### config.mk
export PLATFORM = sky130hd
export DESIGN_NAME = rpn_eval
export DESIGN_NICKNAME = d
export VERILOG_FILES = /design/src/rtl/rpn_pkg.sv /design/src/rtl/rpn_stack.sv /design/src/rtl/rpn_alu.sv /design/src/rtl/rpn_decode.sv /design/src/rtl/rpn_eval.sv
export SDC_FILE = /design/constraint.sdc
export NUM_CORES = 1
export LEC_CHECK = 0
export BUFFER_PORTS_ARGS = -buffer_cell sky130_fd_sc_hd__clkbuf_2
export CORE_UTILIZATION = 50
export DETAILED_ROUTE_END_ITERATION = 12
export PLACE_DENSITY = 0.7
export SETUP_SLACK_MARGIN = 0.15
export SYNTH_ARGS = -nofsm -noshare
export SYNTH_HDL_FRONTEND = slang
export SYNTH_HIERARCHICAL = 1
export SYNTH_SLANG_ARGS = --single-unit
export TNS_END_PERCENT = 5
### constraint.sdc
create_clock -name clk -period 9 [get_ports clk]
set_clock_uncertainty 0.05 [all_clocks]
set_input_delay 1.8 -clock clk [delete_from_list [all_inputs] [get_ports clk]]
set_output_delay 1.8 -clock clk [all_outputs]
set_load 0.02 [all_outputs]
### src/rtl/rpn_pkg.sv
package rpn_pkg;

  typedef enum logic [1:0] {
    TK_NUM = 2'b00,
    TK_OPR = 2'b01,
    TK_END = 2'b10,
    TK_RSV = 2'b11
  } tok_kind_e;

  typedef enum logic [1:0] {
    OP_ADD = 2'b00,
    OP_SUB = 2'b01,
    OP_MUL = 2'b10,
    OP_RSV = 2'b11
  } alu_op_e;

  typedef enum logic [1:0] {
    SC_NOP   = 2'b00,
    SC_PUSH  = 2'b01,
    SC_FOLD  = 2'b10,
    SC_CLEAR = 2'b11
  } stk_cmd_e;

endpackage

### src/rtl/rpn_stack.sv
module rpn_stack
  import rpn_pkg::*;
#(
  parameter int W     = 16,
  parameter int DEPTH = 8,
  localparam int PW   = (DEPTH > 1) ? $clog2(DEPTH) : 1,
  localparam int CW   = $clog2(DEPTH + 1)
) (
  input  logic          clk,
  input  logic          rst_n,
  input  stk_cmd_e      cmd,
  input  logic [W-1:0]  wdata,
  output logic [W-1:0]  top,
  output logic [W-1:0]  below,
  output logic          full,
  output logic          empty,
  output logic [CW-1:0] depth
);

  logic [W-1:0]  mem [DEPTH];
  logic [PW-1:0] sp_q, sp_d, widx;
  logic          we;

  always_comb begin
    sp_d = sp_q;
    widx = sp_q;
    we   = 1'b0;
    case (cmd)
      SC_PUSH: begin
        widx = empty ? '0 : sp_q + 1'b1;
        we   = 1'b1;
        sp_d = widx;
      end
      SC_FOLD: begin
        widx = sp_q - 1'b1;
        we   = 1'b1;
        sp_d = widx;
      end
      SC_CLEAR: sp_d = '0;
      default: ;
    endcase
  end

  generate
    for (genvar i = 0; i < DEPTH; i++) begin : g_entry
      always_ff @(posedge clk or negedge rst_n) begin
        if (!rst_n) mem[i] <= '0;
        else if (we && (widx == PW'(i))) mem[i] <= wdata;
      end
    end
  endgenerate

  always_ff @(posedge clk or negedge rst_n) begin
    if (!rst_n) begin
      sp_q  <= '0;
      empty <= 1'b1;
      full  <= 1'b0;
    end else begin
      sp_q <= sp_d;
      case (cmd)
        SC_PUSH: begin
          empty <= 1'b0;
          full  <= (widx == PW'(DEPTH - 1));
        end
        SC_FOLD:  full <= 1'b0;
        SC_CLEAR: begin
          empty <= 1'b1;
          full  <= 1'b0;
        end
        default: ;
      endcase
    end
  end

  assign top   = empty ? '0 : mem[sp_q];
  assign below = mem[sp_q - 1'b1];
  assign depth = empty ? '0 : CW'(sp_q) + 1'b1;

  p_flags_excl_r3: assert property (@(posedge clk) disable iff (!rst_n)
    !(full && empty));
  p_push_lands_r2: assert property (@(posedge clk) disable iff (!rst_n)
    (cmd == SC_PUSH) |=> (top == $past(wdata)));
  p_no_push_full_r6: assert property (@(posedge clk) disable iff (!rst_n)
    (cmd == SC_PUSH) |-> !full);
  p_fold_shrinks_r4: assert property (@(posedge clk) disable iff (!rst_n)
    (cmd == SC_FOLD) |=> (depth == $past(depth) - 1'b1));
  p_fold_needs_two_r7: assert property (@(posedge clk) disable iff (!rst_n)
    (cmd == SC_FOLD) |-> (depth >= CW'(2)));

endmodule

### src/rtl/rpn_alu.sv
module rpn_alu
  import rpn_pkg::*;
#(
  parameter int W = 16
) (
  input  alu_op_e      op,
  input  logic [W-1:0] lhs,
  input  logic [W-1:0] rhs,
  output logic [W-1:0] y
);

  always_comb begin
    case (op)
      OP_ADD:  y = lhs + rhs;
      OP_SUB:  y = lhs - rhs;
      OP_MUL:  y = lhs * rhs;
      default: y = '0;
    endcase
  end

endmodule

### src/rtl/rpn_decode.sv
module rpn_decode
  import rpn_pkg::*;
#(
  parameter int CW = 4
) (
  input  tok_kind_e     kind,
  input  alu_op_e       op,
  input  logic          full,
  input  logic [CW-1:0] depth,
  output stk_cmd_e      cmd,
  output logic          fault,
  output logic          finish,
  output logic          finish_ok
);

  always_comb begin
    cmd       = SC_NOP;
    fault     = 1'b0;
    finish    = 1'b0;
    finish_ok = 1'b0;
    case (kind)
      TK_NUM: begin
        if (full) fault = 1'b1;
        else      cmd   = SC_PUSH;
      end
      TK_OPR: begin
        if ((op == OP_RSV) || (depth < CW'(2))) fault = 1'b1;
        else                                    cmd   = SC_FOLD;
      end
      TK_END: begin
        finish    = 1'b1;
        cmd       = SC_CLEAR;
        finish_ok = (depth == CW'(1));
        fault     = (depth != CW'(1));
      end
      default: fault = 1'b1;
    endcase
  end

endmodule

### src/rtl/rpn_eval.sv
module rpn_eval
  import rpn_pkg::*;
#(
  parameter int W     = 16,
  parameter int DEPTH = 8,
  localparam int CW   = $clog2(DEPTH + 1)
) (
  input  logic         clk,
  input  logic         rst_n,
  input  logic         in_valid,
  output logic         in_ready,
  input  logic [1:0]   in_kind,
  input  logic [1:0]   in_op,
  input  logic [W-1:0] in_value,
  output logic         res_valid,
  output logic [W-1:0] res_data,
  output logic         err,
  output logic [W-1:0] top_data,
  output logic         full,
  output logic         empty
);

  tok_kind_e     kind;
  alu_op_e       op;
  stk_cmd_e      dec_cmd, stk_cmd;
  logic          accept, fault, finish, finish_ok;
  logic [W-1:0]  below, alu_y, wdata;
  logic [CW-1:0] depth;

  assign kind     = tok_kind_e'(in_kind);
  assign op       = alu_op_e'(in_op);
  assign in_ready = !res_valid;
  assign accept   = in_valid && in_ready;
  assign stk_cmd  = accept ? dec_cmd : SC_NOP;
  assign wdata    = (kind == TK_NUM) ? in_value : alu_y;

  rpn_decode #(.CW(CW)) u_dec (
    .kind(kind), .op(op), .full(full), .depth(depth),
    .cmd(dec_cmd), .fault(fault), .finish(finish), .finish_ok(finish_ok)
  );

  rpn_alu #(.W(W)) u_alu (
    .op(op), .lhs(below), .rhs(top_data), .y(alu_y)
  );

  rpn_stack #(.W(W), .DEPTH(DEPTH)) u_stk (
    .clk(clk), .rst_n(rst_n), .cmd(stk_cmd), .wdata(wdata),
    .top(top_data), .below(below), .full(full), .empty(empty), .depth(depth)
  );

  always_ff @(posedge clk or negedge rst_n) begin
    if (!rst_n) begin
      res_valid <= 1'b0;
      res_data  <= '0;
      err       <= 1'b0;
    end else begin
      res_valid <= accept && finish;
      if (accept && finish) res_data <= finish_ok ? top_data : '0;
      if (accept && fault)  err <= 1'b1;
    end
  end

  p_done_pulse_r8: assert property (@(posedge clk) disable iff (!rst_n)
    res_valid |=> !res_valid);
  p_end_empties_r8: assert property (@(posedge clk) disable iff (!rst_n)
    (accept && (kind == TK_END)) |=> (empty && res_valid));
  p_bad_end_err_r9: assert property (@(posedge clk) disable iff (!rst_n)
    (accept && (kind == TK_END) && (depth != CW'(1))) |=> (err && (res_data == '0)));
  p_err_sticky_r10: assert property (@(posedge clk) disable iff (!rst_n)
    err |=> err);
  p_blocked_hold_r11: assert property (@(posedge clk) disable iff (!rst_n)
    (in_valid && !in_ready) |=> $stable(top_data));

endmodule

* Word level (Yosys, flattened, before mapping)
Cells that the tools add are included.
** Word-level totals
- Register bits :: 151
- Bits of input ports :: 23
- Output and inout bits :: 37
- Logic and storage cells :: 89
** Cells by class
- Add/sub/neg operators :: 5
- $mul :: 1
- Magnitude comparators :: 3
- Eq/ne operators :: 17
- Multiplexer cells :: 26
- Bitwise gates (word level) :: 2
- Reduce and logical (&&, ||, !) cells :: 21
** Operator list (number)
- $mux 16 :: 7
- $bmux 16 s3 :: 2
- $pmux 16 s3 :: 1
- $add 16x16->16 :: 1
- $mul 16x16->16 :: 1
- $sub 16x16->16 :: 1
- $eq 3x3->1 const B :: 4
- $logic_and 1x1->1 :: 11
- $eq 2x2->1 const B :: 5
- $pmux 3 s3 :: 1
- $ge 4x4->1 const B :: 2
- $not 3->4 :: 2
- $eq 2x1->1 const B :: 3
- $eq 3x2->1 const B :: 2
- $mux 1 :: 6
- $pmux 2 s3 :: 1
- $pmux 3 s2 :: 1
- $add 3x1->4 const B :: 1
- $eq 4x1->1 const B :: 1
- $logic_not 2->1 :: 2
- $lt 4x2->1 const B :: 1
- $mux 2 :: 2
- $mux 4 :: 1
- $ne 4x1->1 const B :: 1
- 12 further kinds :: 15

* Longest topological paths before layout
Gate-level depths: netlist of run 1.
- Depth after elaboration :: 11
- Mapped depth :: 31
- Depth with buffers taken out :: 26

* Cells and area by module
The synthesis of run 1 kept the hierarchy.
** By module, submodules not included
- rpn_stack :: instances 1, cells an instance 472, area each 7297.0 µm², sequential area each 3329.4 µm²
- rpn_alu :: instances 1, cells an instance 639, area each 5147.4 µm², sequential area each 0.0 µm²
- rpn_eval :: instances 1, cells an instance 94, area each 1011.0 µm², sequential area each 450.4 µm²
- rpn_decode :: instances 1, cells an instance 10, area each 63.8 µm², sequential area each 0.0 µm²

* Worst setup path before layout of run 1
No wires, ideal clock.
- Kind :: register to register
- Start point :: register u_stk.sp_q[1]
- End point :: register u_stk/mem[110] (netlist bit)
- Setup time :: 125 ps
- Data arrival time :: 7846 ps
- Required time :: 8825 ps
- Path slack :: 979 ps
- Stages on the path, launching flop included :: 30
- Buffers on the path :: 5
- Period minus slack after synthesis :: 8021 ps
- Cells stage by stage :: dfrtp_1 -> clkbuf_1 -> clkbuf_1 -> inv_1 -> ha_1 -> clkbuf_1 -> clkbuf_1 -> mux4_2 -> mux2_2 -> clkbuf_1 -> and2_1 -> fa_1 -> inv_1 -> fa_1 -> fa_1 -> fa_1 -> inv_1 -> fa_1 -> inv_1 -> fa_1 -> inv_1 -> ha_1 -> and2_1 -> a31o_2 -> a41oi_1 -> a21oi_1 -> xnor2_1 -> o22ai_1 -> mux2_2 -> mux2_2
** On the way
- Elaborated cells between the ends (all ways) :: 31
- Those cells by class :: add/sub (5); mul (1); order compare (1); eq/ne (3); mux (16); bitwise (2); reduce/logical (3)
** RTL lines
- start, declared :: line rpn_stack.sv:21 : logic [PW-1:0] sp_q, sp_d, widx;
- start signal, assigned :: line rpn_stack.sv:59 : sp_q <= sp_d;
- $sub 3x1->3 (*) :: line rpn_stack.sv:76 : assign below = mem[sp_q - 1'b1];
- $not 3->4 (not written as such) (*) :: line rpn_stack.sv:76
- $bmux 16 s3 (*) :: line rpn_stack.sv:76
- $mux 16 (not written as such) (*) (2 in a row) :: line rpn_stack.sv:76
- named net below[5] :: line rpn_eval.sv:27 : logic [W-1:0] below, alu_y, wdata;
- $mul 16x16->16 (tied with other cells) :: line rpn_alu.sv:16 : OP_MUL: y = lhs * rhs;
- $pmux 16 s3 (*) :: line rpn_alu.sv:13 : case (op)
- named net alu_y[14] :: line rpn_eval.sv:27
- $mux 16 (*) :: line rpn_eval.sv:35 : assign wdata = (kind == TK_NUM) ? in_value : alu_y;
- named net wdata[14] :: line rpn_eval.sv:27
- end signal, assigned by index :: line rpn_stack.sv:48 : else if (we && (widx == PW'(i))) mem[i] <= wdata;
- end, declared :: line rpn_stack.sv:20 : logic [W-1:0] mem [DEPTH];
The timed path passes the listed nets; every way through them passes the cells marked *. The select of a mux whose other input is x is not followed.
A chain may end at the register's enable or synchronous reset.

* Worst setup path after layout of run 1
- Start point :: register u_stk.sp_q[0]
- End point :: register u_stk/mem[95] (netlist bit)
The elaborated chain is that of the path after synthesis.

==> reports/qor.txt, run 1 <==
Status: finished, violations left
Failing checks: design-rule violations
Setup TNS Final: 0 ns
Yosys warnings: 6
First-pass GRT wire length: 56.06 mm
# nets final: 1436
Synth area leader: dfrtp_1
DRC viols: 1
Yosys top cell area share: 27.76%
Final setup violating endpoints: 0
GRT Overall Usage: 26.52%
Library cells used by synthesis: 70
Worst R2R Path Depth: 24
Tmin final: 8.302 ns
Vias in the first global route: 9819
Min-Delay Endpoint: err
Top post-synthesis cells by area: dfrtp_1 (28%), mux2_2 (13%), fa_1 (12%)
Worst Max-Slew Pin Slew: 1.452 ns
FF/Latch Area: 3784 sq um
Detailed placer's ending HPWL: 25.88 mm
Critical R2R Capture: u_stk/mem[95]
Vias: 9592
WP data arrival: 8.56 ns
CP Capture Type: flop
Via/cell ratio: 5.969
Clock tree from TritonCTS: done
Resized Gates After CTS: 0
Dpl cells: 1575
Total gr overflow: 0
Slew HR: 2.843%
Root Driver: clkbuf_16
Commonest cells in the netlist: mux2_2 (161), dfrtp_1 (150), inv_1 (146), nand2_1 (92), fa_1 (81)
Syn Nets: 1392
Initial antenna violation count: 0
Count of state elements after synthesis: 151
Clock Tree Buf Depth: 2
Die height: 166.4 um
H-tree depth: 4
Area of the multi-input gates: 8874 sq um
HP Class: flop to flop
Final Hold Viols: 0
Setup CP Type: flop to flop
N_diodes: 0
Setup ws final: 0.6984 ns
Layout cells sized above 1: 29.32%
Maximum capacitance violations: 0
Area of the die: 27700 sq um
Port Buf Inserts: 59
Layout Cells excl Fill: 1607
ANT nets after route: 0
Worst reg2reg startpoint: u_stk/sp_q[0]
Cts hold-fix bufs: 0
Detailed-route wire length per cell: 21.98 um
Area Growth Syn to Fin: 9.097%
Max Transition Viols Final: 0
Fmax: 120.5 MHz
FILL cells: 2218
Row count: 59
HP Start: err
Starting DRT DRC Count: 644
Initial Utilization: 51.44%
Pre-CTS setup slack: 0.7267 ns
Synth Flop Type: dfrtp_1
Placeable Area: 26280 sq um
Clock Sinks: 151
Asr flop ratio synth: 100.0%
Die width: 166.4 um
Final period utilization: 92.24%
Required @ worst endpoint: 9.25 ns
Most frequent cell after synthesis: mux2_2
Syn Area/Cell: 11.13 sq um
Pre-antenna DRT Iters: 11
Crit path max fanout: 34
CTS clk-pin slew, worst paths: 0.07 ns
RSZ-0062 raised after global routing: no
Largest net degree at the start of global routing: 98
Setup Buffers After CTS: 0
EDFF count, synth: 0
Cells after synthesis: 1215
Later-pin clock latency in the skew report: 0.43 ns
Cell count of the worst hold path: 1
Startpoint Class: flop
Placer congestion estimate: 0.9348
Final WL: 35.33 mm
Final instance area: 14750 sq um
Reg2reg setup slack: 0.70 ns
Area after DPL: 14150 sq um
Num ports: 60
Post-synthesis sequential area ratio: 27.96%
Total CTS buffers: 17
Post-Synthesis Cell Area: 13520 sq um
stage by stage:
step | utilization, % | hold slack [ns]
floorplan | - | 0.4416
global placement | 53.84 | 0.4194
detailed placement | 53.84 | 0.4301
CTS | 56.12 | 0.4447
global route | 56.12 | 0.4682
finish | 56.12 | 0.4517
area by class of cell:
class,instances,area share [%]
repair buffers,87,3.554
clock inverters,13,1.069
inverters,146,3.716
clock buffers,19,3.003
multi-input cells,856,60.16
well taps,335,2.842
flip-flops and latches,151,25.65
cell families (layout without fill, tap and decap cells):
kind of cell / after synthesis / in the layout / share of synthesized area [%]
mux: 257 / 257 / 26.44
flops: 151 / 151 / 27.96
simple gates: 281 / 281 / 11.13
fa+ha+maj: 154 / 154 / 18.75
compound gates: 98 / 98 / 4.766
buf+inv: 208 / 265 / 6.460
xor+xnor: 66 / 66 / 4.489
metal layers:
metal	track usage, %	part of all wire [%]	vias up
li1	-	-	4248
met1	35.46	42	4939
met2	42.64	49	332
met3	3.945	5.6	73
met4	12.68	3.8	0
met5	0	0	-
flip-flops by register name (all words and copies together), names as in the netlist:
| signal | cells |
|---|---|
| u_stk/full | 1 |
| u_stk/mem | 128 |
| err | 1 |
| res_valid | 1 |
| res_data | 16 |
| u_stk/sp_q | 3 |
| u_stk/empty | 1 |
worst max path at each step:
stage                        from             end  slack [ns]  depth (start not counted)
finish              u_stk/sp_q[0]   u_stk/mem[95]        0.70                         24
global route        u_stk/sp_q[0]   u_stk/mem[62]        0.24                         23
CTS                 u_stk/sp_q[0]   u_stk/mem[95]        0.69                         24
detailed placement  u_stk/sp_q[0]   u_stk/mem[95]        0.73                         24
global placement    u_stk/sp_q[0]   u_stk/mem[63]        0.88                         24
floorplan           u_stk/sp_q[1]  u_stk/mem[110]        0.98                         29
placed cells by master, fill, tap and decap left out, drive strengths merged, types with 5 or more instances in the layout:
cell,count
or3,7
nand3b,5
fa,81
nor3,12
a21oi,29
nor2,51
ha,73
xnor2,45
o21ai,20
mux2,161
nand2,94
a21o,9
xor2,20
buf,29
mux2i,32
o22ai,12
and2,74
clkbuf,77
inv,154
nand3,6
mux4,64
dfrtp,150
nand2b,8
nor2b,7
worst max-delay path, stage by stage (launching register included):
cell and delay, ns:
dfrtp_4 0.71, buf_4 0.57, buf_4 0.41, mux4_2 0.54
mux2_2 0.34, and2_1 0.19, fa_1 0.54, inv_1 0.06
fa_1 0.56, inv_1 0.06, fa_1 0.48, fa_1 0.55
inv_1 0.06, fa_1 0.50, fa_1 0.45, xnor2_1 0.15
xnor2_1 0.20, xnor2_1 0.15, xnor2_1 0.14, xnor3_1 0.44
nor3_2 0.11, nand4bb_1 0.17, nand3_1 0.09, mux2_2 0.34
mux2_2 0.28
Power of run 1 is left out: the tool's default activity adds up to more than one toggle a clock period on the data nets, which glitch-free logic cannot reach.
==> inputs of run 2 (changes only) <==
- CTS_CLUSTER_SIZE: unset -> 14
- PLACE_DENSITY: 0.7 -> 0.72
- clock period: 9 -> 7.05 ns (I/O delays scaled with it)
==> run 2 against run 1 <==
Net effect:
- hold slack worse by 0.038 ns
- largest cell class unchanged
- die area stayed put
- sequential cell count stayed put
- global-route usage is 1.3 points higher
- setup slack worse by 0.72 ns
- non-clock buffer count is 92 higher
- fmax is 17% higher
- first-iteration DRC count is 5.1% higher
- critical path depth is 1 higher
- register-to-register slack worse by 0.72 ns
- the flow finishes with violations (negative setup slack)
==> reports/qor.txt, run 2 (same netlist as run 1, synthesis figures left out) <==
Later-pin clock latency in the skew report: 0.43 ns (about the same)
ANT nets after route: 0 (unchanged)
Final period utilization: 100.3% (+8.1 points)
Worst path top cell family by delay: adder cells
Placeable Area: 26280 sq um (unchanged)
HP Class: flop to flop
Maximum capacitance violations: 0 (unchanged)
Clock Tree Buf Depth: 2 (unchanged)
CP max stage cell: fa_1
Pre-antenna DRT Iters: 5 (-6)
Cts hold-fix bufs: 0 (unchanged)
Setup CP Type: flop to flop
Failing checks: negative setup slack
Root Driver: clkbuf_16
Detailed-route wire length per cell: 21.91 um (-0.34%)
Largest reg by FF count: u_stk/mem
# nets final: 1529 (+6.5%)
First-pass GRT wire length: 59.35 mm (+5.9%)
H-tree depth: 4 (unchanged)
Clock tree from TritonCTS: done
CTS clk-pin slew, worst paths: 0.07 ns (about the same)
Status: finished, violations left
CP most frequent cell: fa_1
Worst reg2reg startpoint: u_stk/sp_q[1]
Slew HR: 19.41% (+17 points)
Initial antenna violation count: 0 (unchanged)
Worst R2R Path Depth: 25 (+4.2%)
CP Capture Type: flop
Commonest non-fill, non-tap cell in the layout: dfrtp_1
Critical path buffer and inverter count: 6 (+1)
HP Start: err
Startpoint Class: flop
Biggest registers after layout: u_stk/mem (128), res_data (16), u_stk/sp_q (3)
Clock Sinks: 151 (unchanged)
Die height: 166.4 um (unchanged)
Total gr overflow: 0 (unchanged)
Final WL: 37.24 mm (+5.4%)
Min-Delay Endpoint: err
Starting DRT DRC Count: 677 (+5.1%)
CP peak stage delay: 0.52 ns (-0.19 ns)
Max reg flops: 128 (unchanged)
Hold WS: 0.4139 ns (-0.03785 ns)
Largest net degree at the start of global routing: 88 (-10%)
Placer congestion estimate: 0.9446 (+1.0%)
Detailed placer's ending HPWL: 26.28 mm (+1.5%)
Final setup violating endpoints: 14 (+14)
Reg2reg setup slack: -0.02 ns (-0.72 ns)
N_diodes: 0 (unchanged)
Worst Max-Slew Pin Slew: 1.209 ns (-0.2432 ns)
Via/cell ratio: 5.882 (-1.5%)
Cell count of the worst hold path: 1 (unchanged)
Critical R2R Capture: u_stk/mem[14]
Tmin final: 7.072 ns (-1.229 ns)
Required @ worst endpoint: 7.31 ns (-1.94 ns)
Final Hold Viols: 0 (unchanged)
DRC viols: 0 (-1)
Crit path max fanout: 14 (-59%)
Initial Utilization: 51.44% (unchanged)
RSZ-0062 raised after global routing: yes
Area Growth Syn to Fin: 20.20%
Vias: 9999 (+4.2%)
Commonest cells after routing, fill and taps aside: dfrtp_1 (149), inv_1 (135), mux2_2 (131), buf_4 (100), nand2_1 (90)
Row count: 59 (unchanged)
Port Buf Inserts: 59 (unchanged)
Vias in the first global route: 10.64k (+8.3%)
Die width: 166.4 um (unchanged)
Fmax: 141.4 MHz (+17%)
Max Transition Viols Final: 0 (unchanged)
WP data arrival: 7.33 ns (-1.23 ns)
Layout cells sized above 1: 39.49% (+10 points)
Area of the die: 27700 sq um (unchanged)
Total CTS buffers: 17 (unchanged)
Num ports: 60 (unchanged)
FILL cells: 2050 (-7.6%)
GRT Overall Usage: 27.86% (+1.3 points)
Setup ws final: -0.02240 ns (-0.7208 ns)
run 2: cell types whose count changed in the layout (fill, tap and decap cells not counted), sizes merged:
cell,previous run,this run
clkinvlp,3,1
buf,29,120
bufbuf,0,1
clkbuf,77,75
nor2,51,52
clkinv,0,2
inv,154,153
bufinv,2,5
run 2: worst max-delay path by stage:
stage	depth (start not counted)	to	slack, ns	from
2_1_floorplan	29	u_stk/mem[14]	0.14	u_stk/sp_q[1]
3_3_place_gp	24	u_stk/mem[14]	-0.09	u_stk/sp_q[0]
3_5_place_dp	25	u_stk/mem[79]	-0.19	u_stk/sp_q[0]
4_1_cts	25	u_stk/mem[45]	0.01	u_stk/sp_q[0]
5_1_grt	31	u_stk/mem[44]	-0.21	u_stk/sp_q[0]
6_report	25	u_stk/mem[14]	-0.02	u_stk/sp_q[1]
run 2: final cells by class:
class | instances | area [sq um] | area share [%]
clock buffers | 17 | 425.4 | 2.618
multi-input cells | 857 | 9407 | 57.88
well taps | 335 | 419.2 | 2.579
flip-flops and latches | 151 | 3784 | 23.28
repair buffers | 179 | 1430 | 8.800
clock inverters | 15 | 235.2 | 1.447
inverters | 146 | 550.5 | 3.388
run 2: routing by layer:
metal  GRT usage [%]  routed length (um)  share of wire (%)  vias up
met5               0                   0                  0        -
met4           12.28                1393                3.7        0
met3           5.204                2483                6.7       86
met2           47.06               18440                 50      357
met1           34.98               14920                 40     5145
li1                -                   -                  -     4411
run 2: through the flow:
step	util, %	setup WS (ns)	instance area, sq um	cells	setup TNS [ns]
finish	61.84	-0.02240	16250	1700	-0.1942
global placement	56.84	-0.08841	14940	1645	-1.845
global route	61.84	-0.2107	16250	1700	-5.589
detailed placement	56.84	-0.1910	14940	1645	-6.580
floorplan	-	0.1375	13880	1215	0
CTS	61.19	0.009542	16080	1699	0
run 2: timing repair:
| item | 4_1_cts | 5_1_grt |
|---|---|---|
| setup endpoints to repair | 56 | 64 |
| resized for setup | 55 | 38 |
| pin swaps | 30 | 29 |
| cloned | 4 | 0 |
| setup buffers | 18 | 1 |
Power of run 2 is left out for the same reason.
==> inputs of run 3 (changes only) <==
- PLACE_DENSITY: 0.72 -> 0.73
- SKIP_LAST_GASP: unset -> 1
- SYNTH_HIERARCHICAL: 1 -> unset
==> run 3 against run 2 <==
Net effect:
- the flow still finishes with violations (negative setup slack)
- sequential share of layout area up 1.3 points
- critical path type unchanged
- die area decreased by 2.0%
- highest routed layer unchanged
- synthesized area down 2.0%
- largest cell class unchanged
==> reports/qor.txt, run 3 <==
Status: finished, violations left
Failing checks: negative setup slack
Largest reg by FF count: u_stk.mem
Die height: 164.8 um (-1.0%)
GR Util met2: 50.55% (+3.5 points)
WP data arrival: 7.36 ns (+0.03 ns)
Placer congestion estimate: 1.035 (+9.6%)
Starting DRT DRC Count: 772 (+14%)
DRC viols: 0 (unchanged)
Later-pin clock latency in the skew report: 0.43 ns (about the same)
# nets final: 1549 (+1.3%)
Most Used Layer, Global Route: met2
HP Class: flop to flop
Max Transition Viols Final: 0 (unchanged)
CP Capture Type: flop
Maximum capacitance violations: 0 (unchanged)
Clock Sinks: 151 (unchanged)
EDFF count, synth: 0 (unchanged)
Asr flop ratio synth: 100.0% (unchanged)
Fmax: 140.9 MHz (-0.35%)
Biggest registers after layout: u_stk.mem (128), res_data (16), u_stk.sp_q (3)
Count of state elements after synthesis: 151 (unchanged)
Syn Area/Cell: 10.73 sq um (-3.5%)
Cell count of the worst hold path: 2 (+1)
Slew HR: 23.17% (+3.8 points)
Library cells used by synthesis: 70 (unchanged)
Die width: 164.8 um (-1.0%)
Commonest cells after routing, fill and taps aside: dfrtp_1 (149), inv_1 (144), nand2_1 (113), nor2_1 (109), buf_4 (105)
Most frequent cell after synthesis: dfrtp_1
Pre-antenna DRT Iters: 5 (unchanged)
Commonest non-fill, non-tap cell in the layout: dfrtp_1
Tmin final: 7.098 ns (+0.02513 ns)
Setup ws final: -0.04753 ns (-0.02513 ns)
Post-Synthesis Cell Area: 13240 sq um (-2.0%)
Total gr overflow: 0 (unchanged)
Initial antenna violation count: 0 (unchanged)
Initial Utilization: 50.97% (-0.47 points)
Port Buf Inserts: 59 (unchanged)
Detailed-route wire length per cell: 22.86 um (+4.4%)
H-tree depth: 4 (unchanged)
Final WL: 39.32 mm (+5.6%)
Clock tree from TritonCTS: done
Root Driver: clkbuf_16
Final setup violating endpoints: 8 (-6)
Final period utilization: 100.7% (+0.36 points)
CTS clk-pin slew, worst paths: 0.07 ns (about the same)
Worst Max-Slew Pin Slew: 1.150 ns (-0.05923 ns)
Worst R2R Path Depth: 27 (+8.0%)
Row count: 59 (unchanged)
Detailed placer's ending HPWL: 28.90 mm (+10%)
Yosys top cell area share: 28.34% (+0.58 points)
Crit path max fanout: 12 (-2)
Via/cell ratio: 6.032 (+2.6%)
Synth Flop Type: dfrtp_1
Layout cells sized above 1: 29.60% (-9.9 points)
Reg2reg setup slack: -0.05 ns (-0.03 ns)
FILL cells: 2110 (+2.9%)
N_diodes: 0 (unchanged)
Cells after synthesis: 1234 (+1.6%)
Pre-CTS setup slack: -0.1247 ns (+0.06622 ns)
Syn Nets: 1410 (+1.3%)
First-pass GRT wire length: 61.31 mm (+3.3%)
Final Hold Viols: 0 (unchanged)
RSZ-0062 raised after global routing: yes
GRT met3 Usage: 6.354% (+1.1 points)
FF/Latch Area: 3784 sq um (unchanged)
Num ports: 60 (unchanged)
Placeable Area: 25980 sq um (-1.1%)
Vias: 10.38k (+3.8%)
Area of the die: 27140 sq um (-2.0%)
Startpoint Class: flop
Max reg flops: 128 (unchanged)
Post-synthesis sequential area ratio: 28.54% (+0.58 points)
Synth area leader: dfrtp_1
Yosys warnings: 0 (-6)
Commonest cells in the netlist: dfrtp_1 (150), inv_1 (147), nand2_1 (114), nor2_1 (111), mux2_2 (98)
GRT Overall Usage: 30.75% (+2.9 points)
Largest net degree at the start of global routing: 88 (unchanged)
Setup CP Type: flop to flop
ANT nets after route: 0 (unchanged)
Top post-synthesis cells by area: dfrtp_1 (28%), fa_1 (12%), mux2_2 (8.3%)
Vias in the first global route: 10.89k (+2.4%)
Clock Tree Buf Depth: 2 (unchanged)
Required @ worst endpoint: 7.31 ns (about the same)
Area of the multi-input gates: 8716 sq um (-7.3%)
Grt met1 use: 38.34% (+3.4 points)
Area Growth Syn to Fin: 16.33%
Total CTS buffers: 17 (unchanged)
## run 3: area by class of cell
cell class                      instances  area share, %
Inverter                              153          3.809
Clock inverter                         12         0.7796
Tap cell                              335          2.720
Multi-Input combinational cell        872          56.57
Timing Repair Buffer                  178          8.754
Clock buffer                           19          2.810
Sequential cell                       151          24.56
## run 3: logic make-up after synthesis
logic type / count (synthesis) / share of synthesized area (%)
buffers and inverters: 211 / 6.887
xor gates and xnor gates: 61 / 4.648
muxes: 189 / 22.22
adders and majority gates: 153 / 19.05
DFF: 151 / 28.54
and+or+nand+nor: 303 / 10.07
AOI/OAI and AO/OA: 166 / 8.588
## run 3: layer usage
layer	vias up	wire [um]
met5	-	0
met3	121	2840
li1	4540	-
met1	5249	15710
met2	465	18760
met4	0	2015
## run 3: worst paths after layout
kind                                from            end
max in group asynchronous          rst_n  u_stk.sp_q[2]
hold reg to reg             res_data[11]   res_data[11]
hold / removal              res_data[11]   res_data[11]
setup / recovery           u_stk.sp_q[0]  u_stk.mem[15]
min in group asynchronous          rst_n  u_stk.mem[78]
setup reg to reg           u_stk.sp_q[0]  u_stk.mem[15]
## run 3: through the flow
stage / std cells / instance area (sq um) / setup TNS [ns] / hold slack, ns / utilization (%)
CTS: 1719 / 15360 / 0 / 0.4367 / 59.10
global placement: 1671 / 14520 / 0 / 0.4096 / 55.86
floorplan: 1234 / 13390 / -4.510 / 0.4041 / -
global route: 1720 / 15410 / -4.033 / 0.4568 / 59.29
detailed placement: 1671 / 14520 / -1.328 / 0.4198 / 55.86
finish: 1720 / 15410 / -0.2515 / 0.4387 / 59.29
## run 3: repair_timing
item / 4_1_cts / 5_1_grt
hold buffers: 0 / 0
pin swaps: 16 / 4
setup endpoints to repair: 32 / 48
gates cloned: 2 / 0
gates resized for setup: 23 / 10
buffers inserted: 15 / 1
## run 3: critical path: stages (launching register included)
cell and delay, ns:
dfrtp_4 0.47, buf_12 0.13, buf_16 0.15, mux4_2 0.55
a22oi_2 0.22, buf_4 0.17, inv_4 0.08, and2_4 0.15
fa_1 0.49, inv_1 0.06, fa_1 0.50, inv_1 0.05
fa_1 0.44, fa_1 0.49, inv_1 0.05, fa_1 0.45
fa_2 0.37, xor2_2 0.16, xnor2_1 0.19, xnor2_1 0.16
xnor2_1 0.16, xnor2_1 0.15, xnor2_1 0.15, xnor3_1 0.25
xnor2_1 0.16, a22oi_2 0.26, a21oi_4 0.14, mux2_4 0.32
Power of run 3 is left out for the same reason.
